File: src/rtl/can_errcap_pkg.sv
package can_errcap_pkg;
  typedef enum logic {
    SEL_CTRL = 1'b0,
    SEL_STAT = 1'b1
  } word_sel_e;

  localparam int unsigned ERR_KINDS = 7;
endpackage

File: src/rtl/errcap_mode_reg.sv
module errcap_mode_reg (
  input  logic clk,
  input  logic rst,
  input  logic wr_en,
  input  logic wr_bit,
  input  logic chan_reset,
  input  logic chan_halt,
  output logic mode_o
);
  logic unlocked;

  assign unlocked = chan_reset | chan_halt;

  always_ff @(posedge clk) begin
    if (rst) begin
      mode_o <= 1'b0;
    end else if (wr_en && unlocked) begin
      mode_o <= wr_bit;
    end
  end
endmodule

File: src/rtl/errcap_flag_bank.sv
module errcap_flag_bank #(
  parameter int unsigned N = 7
) (
  input  logic         clk,
  input  logic         rst,
  input  logic [N-1:0] evt,
  input  logic [N-1:0] clr_mask,
  input  logic         capture_all,
  output logic [N-1:0] flags_o
);
  logic [N-1:0] survivors;
  logic         accept;

  // Emptiness is judged after this cycle's clear, so a clear that empties the
  // bank lets a strobe in the same cycle be recorded.
  assign survivors = flags_o & ~clr_mask;
  assign accept    = capture_all | ~(|survivors);

  for (genvar i = 0; i < N; i++) begin : g_flag
    always_ff @(posedge clk) begin
      if (rst) begin
        flags_o[i] <= 1'b0;
      end else if (evt[i] && accept) begin
        flags_o[i] <= 1'b1;
      end else if (clr_mask[i]) begin
        flags_o[i] <= 1'b0;
      end
    end
  end
endmodule

File: src/rtl/errcap_read_port.sv
module errcap_read_port #(
  parameter int unsigned W = 16
) (
  input  logic         clk,
  input  logic         rst,
  input  logic         sel,
  input  logic [W-1:0] ctrl_word,
  input  logic [W-1:0] stat_word,
  output logic [W-1:0] rdata_o
);
  always_ff @(posedge clk) begin
    if (rst) begin
      rdata_o <= '0;
    end else begin
      rdata_o <= sel ? stat_word : ctrl_word;
    end
  end
endmodule

File: src/rtl/can_errcap.sv
module can_errcap #(
  parameter int unsigned WORD_W   = 16,
  parameter int unsigned NUM_ERR  = can_errcap_pkg::ERR_KINDS,
  parameter int unsigned FLAG_LSB = 8
) (
  input  logic              clk,
  input  logic              rst,
  input  logic [NUM_ERR-1:0] err_evt_i,
  input  logic              chan_reset_i,
  input  logic              chan_halt_i,
  input  logic              bus_wr_i,
  input  logic              bus_sel_i,
  input  logic [WORD_W-1:0] bus_wdata_i,
  output logic [WORD_W-1:0] bus_rdata_o,
  output logic [WORD_W-1:0] status_o
);
  import can_errcap_pkg::*;

  logic               mode_q;
  logic [NUM_ERR-1:0] flags_q;
  logic [NUM_ERR-1:0] clr_mask;
  logic               wr_ctrl;
  logic               wr_stat;
  logic [WORD_W-1:0]  ctrl_word;
  logic [WORD_W-1:0]  stat_word;

  assign wr_ctrl  = bus_wr_i && (bus_sel_i == SEL_CTRL);
  assign wr_stat  = bus_wr_i && (bus_sel_i == SEL_STAT);
  assign clr_mask = wr_stat ? ~bus_wdata_i[FLAG_LSB +: NUM_ERR] : '0;

  errcap_mode_reg u_mode (
    .clk        (clk),
    .rst        (rst),
    .wr_en      (wr_ctrl),
    .wr_bit     (bus_wdata_i[0]),
    .chan_reset (chan_reset_i),
    .chan_halt  (chan_halt_i),
    .mode_o     (mode_q)
  );

  errcap_flag_bank #(.N(NUM_ERR)) u_flags (
    .clk         (clk),
    .rst         (rst),
    .evt         (err_evt_i),
    .clr_mask    (clr_mask),
    .capture_all (mode_q),
    .flags_o     (flags_q)
  );

  assign stat_word = WORD_W'(flags_q) << FLAG_LSB;
  assign ctrl_word = WORD_W'(mode_q);

  errcap_read_port #(.W(WORD_W)) u_read (
    .clk       (clk),
    .rst       (rst),
    .sel       (bus_sel_i),
    .ctrl_word (ctrl_word),
    .stat_word (stat_word),
    .rdata_o   (bus_rdata_o)
  );

  assign status_o = stat_word;
endmodule

File: config.mk
export PLATFORM = sky130hd
export DESIGN_NAME = can_errcap
export DESIGN_NICKNAME = d
export VERILOG_FILES = /design/src/rtl/can_errcap_pkg.sv /design/src/rtl/errcap_mode_reg.sv /design/src/rtl/errcap_flag_bank.sv /design/src/rtl/errcap_read_port.sv /design/src/rtl/can_errcap.sv
export SDC_FILE = /design/constraint.sdc
export NUM_CORES = 1
export LEC_CHECK = 0
export BUFFER_PORTS_ARGS = -buffer_cell sky130_fd_sc_hd__buf_2
export CAP_MARGIN = 10
export CORE_ASPECT_RATIO = 0.7
export CORE_UTILIZATION = 30
export CTS_CLUSTER_SIZE = 24
export DETAILED_ROUTE_END_ITERATION = 8
export PLACE_DENSITY = 0.67
export SETUP_SLACK_MARGIN = 0.3
export SYNTH_ARGS = -nofsm -noshare
export SYNTH_HDL_FRONTEND = slang
export SYNTH_SLANG_ARGS = --single-unit
export TNS_END_PERCENT = 20
File: constraint.sdc
create_clock -name clk -period 3.1 [get_ports clk]
set_input_delay 0.31 -clock clk [delete_from_list [all_inputs] [get_ports clk]]
set_output_delay 0.31 -clock clk [all_outputs]
set_load 0.02 [all_outputs]
# Yosys cells after proc, flatten, opt, wreduce, memory -nomap -nowiden
# Cells that the tools add are included.
dict set report op_classes {
  n_mux 15
  n_bitwise 7
  n_reduce_logical 20
}
# op n
set ops {}
lappend ops {{$mux W1} 14}
lappend ops {{$not A7 Y7} 2}
lappend ops {{$reduce_bool A2 Y1} 7}
lappend ops {{$logic_and A1 B1 Y1} 10}
lappend ops {{$and A7 B7 Y7} 1}
lappend ops {{$mux W7} 1}
lappend ops {{$reduce_or A7 Y1} 1}
lappend ops {{$reduce_or A2 Y1} 2}
lappend ops {{$not A1 Y1} 2}
lappend ops {{$or A1 B1 Y1} 2}
dict set report word_totals {
  register_bits 24
  output_inout_bits 32
  wordCells 53
}

# Longest topological paths before layout
dict set report logic_depth {
  ltp_word 9
  ltp_mapped 5
  ltp_nobuf 4
}

# Hierarchy
# A second synthesis with hierarchy kept.
dict set report hier_totals {
  hier_cells 116
  hier_area_um2 1143.6
}
# module instances cells_each area_per_inst_um2 seq_area_each_um2
set by_module_without_submodules {}
lappend by_module_without_submodules {errcap_read_port 1 52 580.6 320.3}
lappend by_module_without_submodules {errcap_flag_bank 1 41 376.6 140.1}
lappend by_module_without_submodules {can_errcap 1 18 138.9 0.0}
lappend by_module_without_submodules {errcap_mode_reg 1 5 47.5 20.0}

# Worst setup path after synthesis
# OpenSTA, ideal clock, no wires.
dict set report synth_timing {
  path_kind {input port to flip-flop}
  start {in bus_wr_i}
  end {reg u_flags.flags_o[0]}
  setup_time_ns 0.086
  arrival_ns 1.215
  required_ns 3.014
  slack_ns 1.799
  path_stages 5
  path_buffers 1
  cell_sequence {buf_4 -> nand3b_4 -> a222oi_1 -> nand3_1 -> a211oi_1}
}
dict set report synth_via {
  elab_chain_cells 9
  elab_cells_between_ends 10
  classes_between {mux: 2; bitwise: 4; reduce/logical: 4}
}
# item line
set synth_lines {}
lappend synth_lines {{from (decl)} can_errcap.sv:11} ;# input logic bus_wr_i,
lappend synth_lines {{$logic_and A1 B1 Y1 *} can_errcap.sv:28} ;# assign wr_stat = bus_wr_i && (bus_sel_i == SEL_STAT);
lappend synth_lines {{$mux W7 *} can_errcap.sv:29} ;# assign clr_mask = wr_stat ? ~bus_wdata_i[FLAG_LSB +: NUM_ERR] : '0;
lappend synth_lines {{$not A7 Y7} errcap_flag_bank.sv:16} ;# assign survivors = flags_o & ~clr_mask;
lappend synth_lines {{$and A7 B7 Y7} errcap_flag_bank.sv:16}
lappend synth_lines {{$reduce_or A7 Y1} errcap_flag_bank.sv:17} ;# assign accept = capture_all | ~(|survivors);
lappend synth_lines {{$not A1 Y1} errcap_flag_bank.sv:17}
lappend synth_lines {{$or A1 B1 Y1} errcap_flag_bank.sv:17}
lappend synth_lines {{$logic_and A1 B1 Y1} errcap_flag_bank.sv:23} ;# end else if (evt[i] && accept) begin
lappend synth_lines {{$mux W1 or $reduce_bool A2 Y1 (tied branches)} -}
lappend synth_lines {{to (signal, indexed assignment)} errcap_flag_bank.sv:22} ;# flags_o[i] <= 1'b0;
lappend synth_lines {{to (signal, indexed assignment)} errcap_flag_bank.sv:24} ;# flags_o[i] <= 1'b1;
lappend synth_lines {{to (signal, indexed assignment)} errcap_flag_bank.sv:26} ;# flags_o[i] <= 1'b0;
lappend synth_lines {{to (decl)} errcap_flag_bank.sv:9} ;# output logic [N-1:0] flags_o
# Mark *: on every way between the ends. The rest lies on a longest branch, timed or not.
# A chain may end at the register's enable or synchronous reset.

# Worst setup path in the final report
dict set report layout_timing {
  start {in bus_sel_i}
  end {reg u_flags.flags_o[6]}
}
dict set report layout_via {
  elab_chain_cells 9
  elab_cells_between_ends 10
  classes_between {mux: 2; bitwise: 4; reduce/logical: 4}
}
# item line
set layout_lines {}
lappend layout_lines {{from (decl)} can_errcap.sv:12} ;# input logic bus_sel_i,
lappend layout_lines {{$logic_and A1 B1 Y1 *} can_errcap.sv:28}
lappend layout_lines {{$mux W7 *} can_errcap.sv:29}
lappend layout_lines {{$not A7 Y7} errcap_flag_bank.sv:16}
lappend layout_lines {{$and A7 B7 Y7} errcap_flag_bank.sv:16}
lappend layout_lines {{$reduce_or A7 Y1} errcap_flag_bank.sv:17}
lappend layout_lines {{$not A1 Y1} errcap_flag_bank.sv:17}
lappend layout_lines {{$or A1 B1 Y1} errcap_flag_bank.sv:17}
lappend layout_lines {{$logic_and A1 B1 Y1} errcap_flag_bank.sv:23}
lappend layout_lines {{$mux W1 or $reduce_bool A2 Y1 (tied branches)} -}
# Marks and branches as above.

==> results.ini <==
[worst_setup_path]
reg2reg_to=u_flags.flags_o[6]
critPathCaptureType=flip-flop
timing.reg2reg.setup_slack_ns=1.84
critPathKind=primary input to flip-flop
crit_path_start_kind=primary input
critical_path_arrival_ns=1.48
crit_path_max_fanout=10
r2r-start=u_flags.flags_o[0]
rr_worst_depth=3
critical_path_required_ns=3.27

[drt]
drt_drc_violations_left=0
route.layer.met1.wl_um=723
drt_pre_antenna_iters=4
routed.top_layer=met4
finalWirelength_um=1820
drt-vias-per-instance=4.55
via_count=724
routed-wl-met3_um=284
drt_iter0_markers=29
drtAntennaViolNets=0
dr_wl_met2_um=794
wl_per_cell_um=11.4

[final_layout]
layout-drive-gt1-share=0.320
final_nets=155
n_antenna_cell=0
fill_cells=276
fin_area_um2=1000
area_delta_synth_final_pct=22.3

[floorplanning]
dieArea_um2=2950
number_of_cell_rows=15
die_w_um=64.5
core_area_um2=2510
floorplan.initialDensity=0.326
die_y_um=45.7
number_of_top_level_pins=61

[timing]
timing.fmax_mhz=762
final-setup-viol-count=0
period_minus_slack_ns=1.31
skew_ns=0.00299
final-max-slew-violation-count=0
tns_ns=0
finalCritPeriodShare=0.423
rsz0062_at_grt=false
report.final.hold_viol_count=0

[global_routing]
number_of_global_route_vias_before_repair=626
globalRouteOverflowTotal=0
initial_antenna_violation_count=0
global_route.usage.total=0.132
maximum_number_of_pins_on_one_net_before_global_route_repair=12
global_route_wire_length_before_repair_um=2820

[synthesis]
synthesis.area_um2=820
ys_seq_elements=16
syn_avg_cell_area_um2=9.11
yosys.cell_count.top_type=sky130_fd_sc_hd__buf_4
number_of_flops_mapped_to_enable_cells_by_yosys=0
ys_top_cells_by_area=sky130_fd_sc_hd__dfxtp_1 39%, sky130_fd_sc_hd__buf_4 16%, sky130_fd_sc_hd__nand3b_1 5.5%, sky130_fd_sc_hd__and2_1 5.3%, sky130_fd_sc_hd__a2bb2oi_1 4.3%
yosys-top-cells-count=18 x sky130_fd_sc_hd__buf_4, 16 x sky130_fd_sc_hd__dfxtp_1, 7 x sky130_fd_sc_hd__and2_1
netlist.area_leader.share=0.391
synth_top_flop_cell=sky130_fd_sc_hd__dfxtp_1
post_synth_num_cell_types=22
yosys_warnings=0
synth_top_cell_by_area=sky130_fd_sc_hd__dfxtp_1
syn-instance-count=90
ys_async_sr_fraction=0
seq_area_frac_synth=0.391

[cts]
clock_tree.root_cell=sky130_fd_sc_hd__clkbuf_8
ctsLongestPathBuffers=2
cts_tree=done
worst_skew_pair.late_latency_ns=0.25
cts_hold_buf=0
clock_tree.htree_level_count=1
num_clock_sinks=16
cts.clk_slew.worst_paths_ns=0.07
post_cts.resized_instances=0
cts_inserted_buffers=3
post_cts_setup_bufs=0

[outcome]
outcome=finished clean

[placement]
gpl.final_weighted_congestion=0.765
place.port_buffers=35
dp_hpwl_um=1440
placed_cell_area_um2=947

[pwr]
p_per_area_nw_per_um2=722
power_leakage_nw=0.497
worst_vdd_drop_uv=179

[flow_run]
timing.max_cap.violations=0

[hold_path]
hold_path.class=primary input to flip-flop
hold_path.startpoint=bus_wdata_i[0]
worst_hold_path.endpoint=u_mode.mode_o
holdPathStages=3

## report_power, final
group | internal (mW) | switching [mW] | total [mW]
clock network | 0.113 | 0.0752 | 0.188
registers | 0.245 | 0.0353 | 0.281
logic | 0.0958 | 0.159 | 0.255
total | 0.454 | 0.270 | 0.724
## cells by family (layout without fill, tap and decap cells)
logic type,Yosys count,count (layout),share of synthesized area
buffers and inverters,20,39,0.183
AND/OR/NAND/NOR,31,31,0.238
flip-flops,16,16,0.391
other,1,17,0.00458
multiplexers,1,1,0.0122
AO/OA/AOI/OAI,21,21,0.171
## through the flow
step	cells	total power, mW	worst slack [ns]	hold WS, ns	util
finish	159	0.724	1.79	0.298	0.399
floorplan	106	0.476	1.80	0.437	-
global route	159	0.767	1.66	0.313	0.399
global placement	155	0.527	1.58	0.496	0.377
detailed placement	155	0.539	1.53	0.500	0.377
CTS	159	0.727	1.79	0.296	0.399
## flip-flops by register name, indices dropped and copies added, names as in the netlist
signal,cells
u_mode.mode_o,1
u_read.rdata_o,8
u_flags.flags_o,7
## worst max-delay path, stage by stage
cell and delay, ns:
sky130_fd_sc_hd__buf_2 0.21, sky130_fd_sc_hd__nand3b_4 0.12, sky130_fd_sc_hd__a222oi_1 0.43, sky130_fd_sc_hd__nand3_1 0.18, sky130_fd_sc_hd__a211oi_1 0.23
## metal layers
layer | global-route usage | vias up
met5 | 0 | -
met4 | 0.0267 | 0
met3 | 0.0700 | 2
met2 | 0.202 | 56
met1 | 0.167 | 312
li1 | - | 354
## how the worst max path moves through the flow
stage,from,endpoint
floorplan,bus_wr_i,u_flags.flags_o[0]
global placement,bus_sel_i,u_flags.flags_o[0]
detailed placement,bus_sel_i,u_flags.flags_o[6]
CTS,bus_sel_i,u_flags.flags_o[0]
global route,bus_sel_i,u_flags.flags_o[0]
finish,bus_sel_i,u_flags.flags_o[6]
## cell type report
cell class              count  area, um2  area share
clock buffers               4       55.1      0.0549
well taps                  34       42.5      0.0424
flip-flops and latches     16        320       0.320
multi-input cells          70        409       0.408
repair buffers             35        175       0.175
## cell usage in the layout (no fill, tap or decap)
cell type	count
sky130_fd_sc_hd__a211oi_1	3
sky130_fd_sc_hd__a21oi_1	6
sky130_fd_sc_hd__a222oi_1	1
sky130_fd_sc_hd__a22oi_1	3
sky130_fd_sc_hd__a2bb2oi_1	4
sky130_fd_sc_hd__and2_1	7
sky130_fd_sc_hd__and2b_1	1
sky130_fd_sc_hd__buf_2	35
sky130_fd_sc_hd__clkbuf_8	4
sky130_fd_sc_hd__conb_1	17
sky130_fd_sc_hd__dfxtp_1	16
sky130_fd_sc_hd__mux2i_1	1
sky130_fd_sc_hd__nand2_1	4
sky130_fd_sc_hd__nand2b_1	1
sky130_fd_sc_hd__nand3_1	6
sky130_fd_sc_hd__nand3b_1	6
sky130_fd_sc_hd__nand3b_4	1
sky130_fd_sc_hd__nor2_1	2
sky130_fd_sc_hd__nor2b_1	2
sky130_fd_sc_hd__nor3b_1	1
sky130_fd_sc_hd__o21ai_1	4
Note: power is estimated with default switching activity, not from simulation.
